### config.mk
export PLATFORM = sky130hd
export DESIGN_NAME = dbg_cmd_ctrl
export DESIGN_NICKNAME = d
export VERILOG_FILES = /design/src/rtl/dbg_cmd_pkg.sv /design/src/rtl/dbg_sync_edge.sv /design/src/rtl/dbg_shift_rx.sv /design/src/rtl/dbg_shift_tx.sv /design/src/rtl/dbg_cmd_ctrl.sv
export SDC_FILE = /design/constraint.sdc
export NUM_CORES = 1
export LEC_CHECK = 0
export BUFFER_PORTS_ARGS = -buffer_cell sky130_fd_sc_hd__buf_2
export CAP_MARGIN = 20
export CORE_ASPECT_RATIO = 1.5
export CORE_MARGIN = 2
export CORE_UTILIZATION = 50
export CTS_BUF_LIST = sky130_fd_sc_hd__clkbuf_16
export DETAILED_ROUTE_END_ITERATION = 7
export HOLD_SLACK_MARGIN = 0.06
export MAX_ROUTING_LAYER = met4
export PLACE_DENSITY = 0.81
export SYNTH_ARGS = -nofsm -noshare
export SYNTH_HDL_FRONTEND = slang
export SYNTH_SLANG_ARGS = --single-unit
### constraint.sdc
create_clock -name clk -period 2.8 [get_ports clk]
set_input_delay 0.84 -clock clk [delete_from_list [all_inputs] [get_ports clk]]
set_output_delay 0.84 -clock clk [all_outputs]
set_load 0.005 [all_outputs]
### src/rtl/dbg_cmd_pkg.sv
package dbg_cmd_pkg;

  typedef enum logic [2:0] {
    ST_WAIT  = 3'd0,
    ST_CMD   = 3'd1,
    ST_DATA  = 3'd2,
    ST_EXEC  = 3'd3,
    ST_ACK   = 3'd4,
    ST_SHOUT = 3'd5
  } dbg_state_t;

  // True when the counter value marks the final bit of a field of len bits.
  function automatic logic field_done(input int unsigned cnt, input int unsigned len);
    return cnt == (len - 1);
  endfunction

  // Shift one serial bit into the low end of a word.
  function automatic logic [63:0] shift_in(input logic [63:0] word, input logic b);
    return {word[62:0], b};
  endfunction

endpackage

### src/rtl/dbg_sync_edge.sv
module dbg_sync_edge #(
  parameter int WIDTH  = 2,
  parameter int STAGES = 2
) (
  input  logic             clk,
  input  logic             rst_n,
  input  logic [WIDTH-1:0] async_in,
  output logic [WIDTH-1:0] sync_out
);

  for (genvar b = 0; b < WIDTH; b++) begin : g_bit
    logic [STAGES-1:0] chain;
    always_ff @(posedge clk or negedge rst_n) begin
      if (!rst_n) chain <= '0;
      else        chain <= {chain[STAGES-2:0], async_in[b]};
    end
    assign sync_out[b] = chain[STAGES-1];
  end

endmodule

### src/rtl/dbg_shift_rx.sv
module dbg_shift_rx #(
  parameter int W = 32
) (
  input  logic         clk,
  input  logic         rst_n,
  input  logic         en,
  input  logic         bit_in,
  output logic [W-1:0] q
);

  always_ff @(posedge clk or negedge rst_n) begin
    if (!rst_n)  q <= '0;
    else if (en) q <= {q[W-2:0], bit_in};
  end

endmodule

### src/rtl/dbg_shift_tx.sv
module dbg_shift_tx #(
  parameter int W = 32
) (
  input  logic         clk,
  input  logic         rst_n,
  input  logic         load,
  input  logic [W-1:0] load_val,
  input  logic         shift,
  output logic         msb
);

  logic [W-1:0] sr;

  always_ff @(posedge clk or negedge rst_n) begin
    if (!rst_n)     sr <= '0;
    else if (load)  sr <= load_val;
    else if (shift) sr <= {sr[W-2:0], 1'b0};
  end

  assign msb = sr[W-1];

endmodule

### src/rtl/dbg_cmd_ctrl.sv
module dbg_cmd_ctrl
  import dbg_cmd_pkg::*;
#(
  parameter int DATA_W      = 32,
  parameter int CMD_W       = 8,
  parameter int SEL_W       = 5,
  parameter int SYNC_STAGES = 2
) (
  input  logic              clk,
  input  logic              rst_n,
  input  logic              dbg_mode,
  input  logic              ser_clk,
  input  logic              ser_din,
  output logic              ser_dout,
  output logic              ack,
  output logic              err,
  output logic [SEL_W-1:0]  reg_sel,
  output logic              reg_wr,
  output logic              reg_rd,
  output logic [DATA_W-1:0] reg_wdata,
  input  logic [DATA_W-1:0] reg_rdata,
  input  logic              reg_ready
);

  localparam int CNT_W  = $clog2(DATA_W + 1);
  localparam int RW_POS = CMD_W - 1;

  // Synchronised serial pins and edge detect
  logic [1:0] sync_v;
  logic       sclk_s, din_s, sclk_q, ser_rise;

  dbg_sync_edge #(.WIDTH(2), .STAGES(SYNC_STAGES)) u_sync (
    .clk      (clk),
    .rst_n    (rst_n),
    .async_in ({ser_clk, ser_din}),
    .sync_out (sync_v)
  );

  assign sclk_s   = sync_v[1];
  assign din_s    = sync_v[0];
  assign ser_rise = sclk_s & ~sclk_q;

  // Control state
  dbg_state_t        state;
  logic [CNT_W-1:0]  bit_cnt;
  logic              is_rd_q;
  logic [SEL_W-1:0]  sel_q;
  logic [DATA_W-1:0] wdata_q;
  logic              err_q;
  logic              dbg_q;

  // Named internal events
  logic              dbg_entry, rx_en, tx_load, tx_shift, pending_hit;
  logic              cnt_last_cmd, cnt_last_data;
  logic [DATA_W-1:0] rx_q, data_next;
  logic [CMD_W-1:0]  cmd_next;

  assign dbg_entry     = dbg_mode & ~dbg_q;
  assign rx_en         = ser_rise && (state == ST_CMD || state == ST_DATA);
  assign pending_hit   = ser_rise && (state == ST_EXEC || state == ST_ACK);
  assign tx_load       = (state == ST_EXEC) && reg_ready && is_rd_q;
  assign tx_shift      = (state == ST_SHOUT) && ser_rise;
  assign cnt_last_cmd  = field_done(32'(bit_cnt), CMD_W);
  assign cnt_last_data = field_done(32'(bit_cnt), DATA_W);
  assign data_next     = DATA_W'(shift_in(64'(rx_q), din_s));
  assign cmd_next      = data_next[CMD_W-1:0];

  dbg_shift_rx #(.W(DATA_W)) u_rx (
    .clk    (clk),
    .rst_n  (rst_n),
    .en     (rx_en),
    .bit_in (din_s),
    .q      (rx_q)
  );

  logic tx_msb;
  dbg_shift_tx #(.W(DATA_W)) u_tx (
    .clk      (clk),
    .rst_n    (rst_n),
    .load     (tx_load),
    .load_val (reg_rdata),
    .shift    (tx_shift),
    .msb      (tx_msb)
  );

  always_ff @(posedge clk or negedge rst_n) begin
    if (!rst_n) begin
      state   <= ST_WAIT;
      bit_cnt <= '0;
      is_rd_q <= 1'b0;
      sel_q   <= '0;
      wdata_q <= '0;
      err_q   <= 1'b0;
      dbg_q   <= 1'b0;
      sclk_q  <= 1'b0;
    end else begin
      dbg_q  <= dbg_mode;
      sclk_q <= sclk_s;
      if (pending_hit) err_q <= 1'b1;
      if (!dbg_mode) begin
        state   <= ST_WAIT;
        bit_cnt <= '0;
      end else begin
        unique case (state)
          ST_WAIT: if (dbg_entry) begin
            is_rd_q <= 1'b0;
            state   <= ST_ACK;
          end
          ST_CMD: if (ser_rise) begin
            if (cnt_last_cmd) begin
              sel_q   <= cmd_next[SEL_W-1:0];
              is_rd_q <= cmd_next[RW_POS];
              bit_cnt <= '0;
              state   <= cmd_next[RW_POS] ? ST_EXEC : ST_DATA;
            end else begin
              bit_cnt <= bit_cnt + 1'b1;
            end
          end
          ST_DATA: if (ser_rise) begin
            if (cnt_last_data) begin
              wdata_q <= data_next;
              bit_cnt <= '0;
              state   <= ST_EXEC;
            end else begin
              bit_cnt <= bit_cnt + 1'b1;
            end
          end
          ST_EXEC: if (reg_ready) state <= ST_ACK;
          ST_ACK: begin
            bit_cnt <= '0;
            state   <= is_rd_q ? ST_SHOUT : ST_CMD;
          end
          ST_SHOUT: if (ser_rise) begin
            if (cnt_last_data) begin
              bit_cnt <= '0;
              state   <= ST_CMD;
            end else begin
              bit_cnt <= bit_cnt + 1'b1;
            end
          end
          default: state <= ST_WAIT;
        endcase
      end
    end
  end

  assign ack       = (state == ST_ACK);
  assign err       = err_q;
  assign reg_sel   = sel_q;
  assign reg_wdata = wdata_q;
  assign reg_rd    = (state == ST_EXEC) && is_rd_q;
  assign reg_wr    = (state == ST_EXEC) && !is_rd_q;
  assign ser_dout  = (state == ST_SHOUT) && tx_msb;

  // Assertions next to the logic they guard
  assert_quiet_outside_R1: assert property (@(posedge clk) disable iff (!rst_n)
    !dbg_mode |=> (!reg_wr && !reg_rd && !ack));

  assert_hold_until_ready_R4: assert property (@(posedge clk) disable iff (!rst_n)
    ((reg_rd || reg_wr) && !reg_ready && dbg_mode) |=>
      ((reg_rd || reg_wr) && $stable(reg_sel) && $stable(reg_wdata)));

  assert_ack_after_write_R5: assert property (@(posedge clk) disable iff (!rst_n)
    (reg_wr && reg_ready && dbg_mode) |=> ack);

  assert_err_sticky_R8: assert property (@(posedge clk) disable iff (!rst_n)
    err |=> err);

  assert_err_cause_R8: assert property (@(posedge clk) disable iff (!rst_n)
    $rose(err) |-> $past(ser_rise));

  assert_ack_pulse_R10: assert property (@(posedge clk) disable iff (!rst_n)
    ack |=> !ack);

  assert_strobe_excl_R10: assert property (@(posedge clk) disable iff (!rst_n)
    !(reg_wr && reg_rd));

  assert_no_tx_shift_in_rx_R6: assert property (@(posedge clk) disable iff (!rst_n)
    !(tx_shift && rx_en));

endmodule

==> flow_metrics.py <==
metrics = {
    "global_route": {
        "grt_use_total": 0.213,
        "first_global_vias": 3545,
        "grt_overflow": 0,
        "grt_max_degree": 69,
        "grt_pass1_wl_um": 17400,
        "antenna_found_initial": 0,
    },
    "logic_synthesis": {
        "synth-compound-area-share": 0.0887,
        "yosys_most_used_dff": "dfrtp_1",
        "synth_cell_types": 52,
        "yosysWarnings": 0,
        "syn-num-nets": 432,
        "synth-simple-area-share": 0.109,
        "synth_fa_ha_area_frac": 0.00250,
        "postSynthCellCount": 393,
        "synth_area_sq_um": 5010,
        "yosys-top-cells-count": "dfrtp_1, nand2_1, mux2_2",
        "synth-seq-cells": 117,
        "synth_edf_count": 0,
        "muxShareOfSynthArea": 0.179,
        "synth.area.top_cells": "dfrtp_1, mux2_4, mux2_2",
        "synth_top_cell_area_share": 0.585,
        "synth_top_family_by_area": "multiplexers",
        "synth-xor-area-share": 0.00175,
        "yosysMostFrequentCell": "dfrtp_1",
        "syn_avg_cell_area_sq_um": 12.7,
        "yosysSeqAreaShare": 0.585,
        "synth_top_cell_by_area": "dfrtp_1",
        "async_flop_share": 1.00,
    },
    "drt": {
        "vias": 3399,
        "wl_um": 10100,
        "drcViolationCount": 0,
        "m1WireLength_um": 4060,
        "drt_first_pass_iters": 4,
        "wl_met3_um": 441,
        "met2_length_um": 5380,
        "via_per_inst": 5.60,
        "post_drt_wl_per_cell_um": 16.7,
        "top_layer_used": "met4",
        "drtIter0Drc": 163,
        "ant_nets": 0,
    },
    "floorplanning": {
        "die_y_um": 127,
        "start_util": 0.517,
        "design.portCount": 80,
        "num_rows": 44,
        "die_x_um": 85.7,
        "dieArea_sq_um": 10800,
        "core_area_sq_um": 9690,
    },
    "setup_path": {
        "start_kind": "register",
        "reg2regPathDepth": 5,
        "crit_fanout": 14,
        "worstReg2RegEnd": "bit_cnt[4]",
        "critPathKind": "reg -> out",
        "r2r_start": "state[2]",
        "setup.worst_path.end_class": "output pin",
        "critPathArrivalTime_ns": 1.69,
        "crit_required_ns": 1.96,
        "r2r_slack_ns": 0.59,
    },
    "placement": {
        "buffer_ports.inserted": 79,
        "place_area_sq_um": 5500,
        "place_hpwl_um": 6690,
        "gp_congestion": 0.918,
    },
    "cts": {
        "postCtsSetupBuffers": 0,
        "hold_buffers": 0,
        "cts_resized": 0,
        "h-tree-depth": 4,
        "clk_latency_ns": 0.40,
        "cts_tree": "built",
        "cts_sinks": 117,
        "path_clk_slew_ns": 0.06,
        "clockRootBuffer": "clkbuf_16",
        "clockBufferDepth": 2,
        "cts_buffers": 17,
    },
    "run": {
        "cap_viol_max_count": 0,
    },
    "power": {
        "p_per_area_nw_per_um2": 732,
        "irDropWorstVdd_mv": 0.477,
        "power.leakage_nw": 3.25,
        "power_mw": 4.46,
    },
    "layout": {
        "antenna-diode-count": 0,
        "stdcell_area_sq_um": 6080,
        "area_growth_pct": 21.5,
        "drive_gt1_frac": 0.396,
        "fillers": 747,
        "fin_nets": 518,
    },
    "sta": {
        "fin_skew_ns": 0.00715,
        "fmax_mhz": 396,
        "worst_pin_slew_ns": 0.710,
        "finalSetupTns_ns": 0,
        "hold_viol_final": 0,
        "maxSlewViolCount": 0,
        "min_period_ns": 2.53,
        "setup-violations-final": 0,
        "timing.slew.headroom": 0.526,
        "post-route-period-util": 0.902,
        "rsz0062_at_grt": "false",
    },
    "worst_hold_path": {
        "hp-class": "in -> async",
    },
    "status": {
        "status": "finished clean",
    },
}
per-layer routing:
layer / up-vias / global-route usage
met2: 107 / 0.346
met4: 0 / 0.0999
met5: - / -
met1: 1703 / 0.246
met3: 23 / 0.0520
li1: 1566 / -
cells in the final DEF (no fill, tap or decap), types with 2 or more instances in the layout:
master	instances
a21oi_1	6
a22oi_1	30
a31oi_1	2
and2_1	2
buf_12	2
buf_2	78
buf_4	9
bufinv_16	2
clkbuf_16	17
clkinv_4	4
clkinvlp_4	3
dfrtp_1	117
inv_1	6
inv_6	3
mux2_2	38
mux2_4	30
mux2i_1	2
nand2_1	72
nand2b_1	5
nand3_1	7
nor2_1	5
nor2_2	3
nor2b_1	2
nor3_1	2
o21ai_0	11
o21ai_1	2
or3_1	2
registers in the layout (all words and copies together), names as in the netlist, 3 cells and up:
name                count
reg_sel                 5
u_sync.g_bit.chain      4
bit_cnt                 6
u_rx.q                 31
reg_wdata              32
state                   3
u_tx.sr                32
where the power goes:
group / internal, mW / total (mW) / switching [mW]
clock: 1.31 / 2.11 / 0.794
sequential: 1.78 / 1.90 / 0.118
combinational: 0.185 / 0.447 / 0.262
total: 3.28 / 4.46 / 1.17
final cells by class:
| class | count | area (sq um) | share of cell area |
|---|---|---|---|
| Sequential cell | 117 | 2930 | 0.481 |
| Multi-Input combinational cell | 249 | 1910 | 0.314 |
| Timing Repair Buffer | 89 | 498 | 0.0819 |
| Clock buffer | 17 | 425 | 0.0699 |
| Clock inverter | 15 | 156 | 0.0257 |
| Tap cell | 115 | 144 | 0.0237 |
| Inverter | 5 | 18.8 | 0.00309 |
critical path: stages (launching register included):
cell and delay [ns]:
dfrtp_1 0.62, nor2b_1 0.25, nand2_1 0.14, nor2_1 0.14, buf_2 0.13
cells by family after synthesis:
group                    count (synthesis)
AO/OA/AOI/OAI                           64
XOR/XNOR                                 1
adder cells (fa/ha/maj)                  1
buffers and inverters                   27
flip-flops                             117
multiplexers                            70
AND/OR/NAND/NOR                        113
how the worst max path moves through the flow:
stage	start	slack [ns]	to	cells past startpoint
finish	state[1]	0.27	reg_wr	4
CTS	state[1]	0.29	reg_wr	4
floorplan	dbg_mode	0.97	reg_wdata[0]	5
global route	state[1]	0.18	reg_wr	4
detailed placement	dbg_mode	0.47	bit_cnt[4]	5
global placement	dbg_mode	0.56	bit_cnt[4]	5
per-stage QoR:
| stage | cells | setup slack [ns] | utilization | hold slack, ns |
|---|---|---|---|---|
| 6_report | 607 | 0.274 | 0.628 | 0.330 |
| 5_1_grt | 607 | 0.184 | 0.628 | 0.337 |
| 4_1_cts | 607 | 0.287 | 0.628 | 0.317 |
| 3_5_place_dp | 575 | 0.466 | 0.568 | 0.342 |
| 3_3_place_gp | 575 | 0.562 | 0.568 | 0.335 |
| 2_1_floorplan | 393 | 0.970 | - | 0.331 |
No activity file was read; power rests on OpenSTA's default activity.
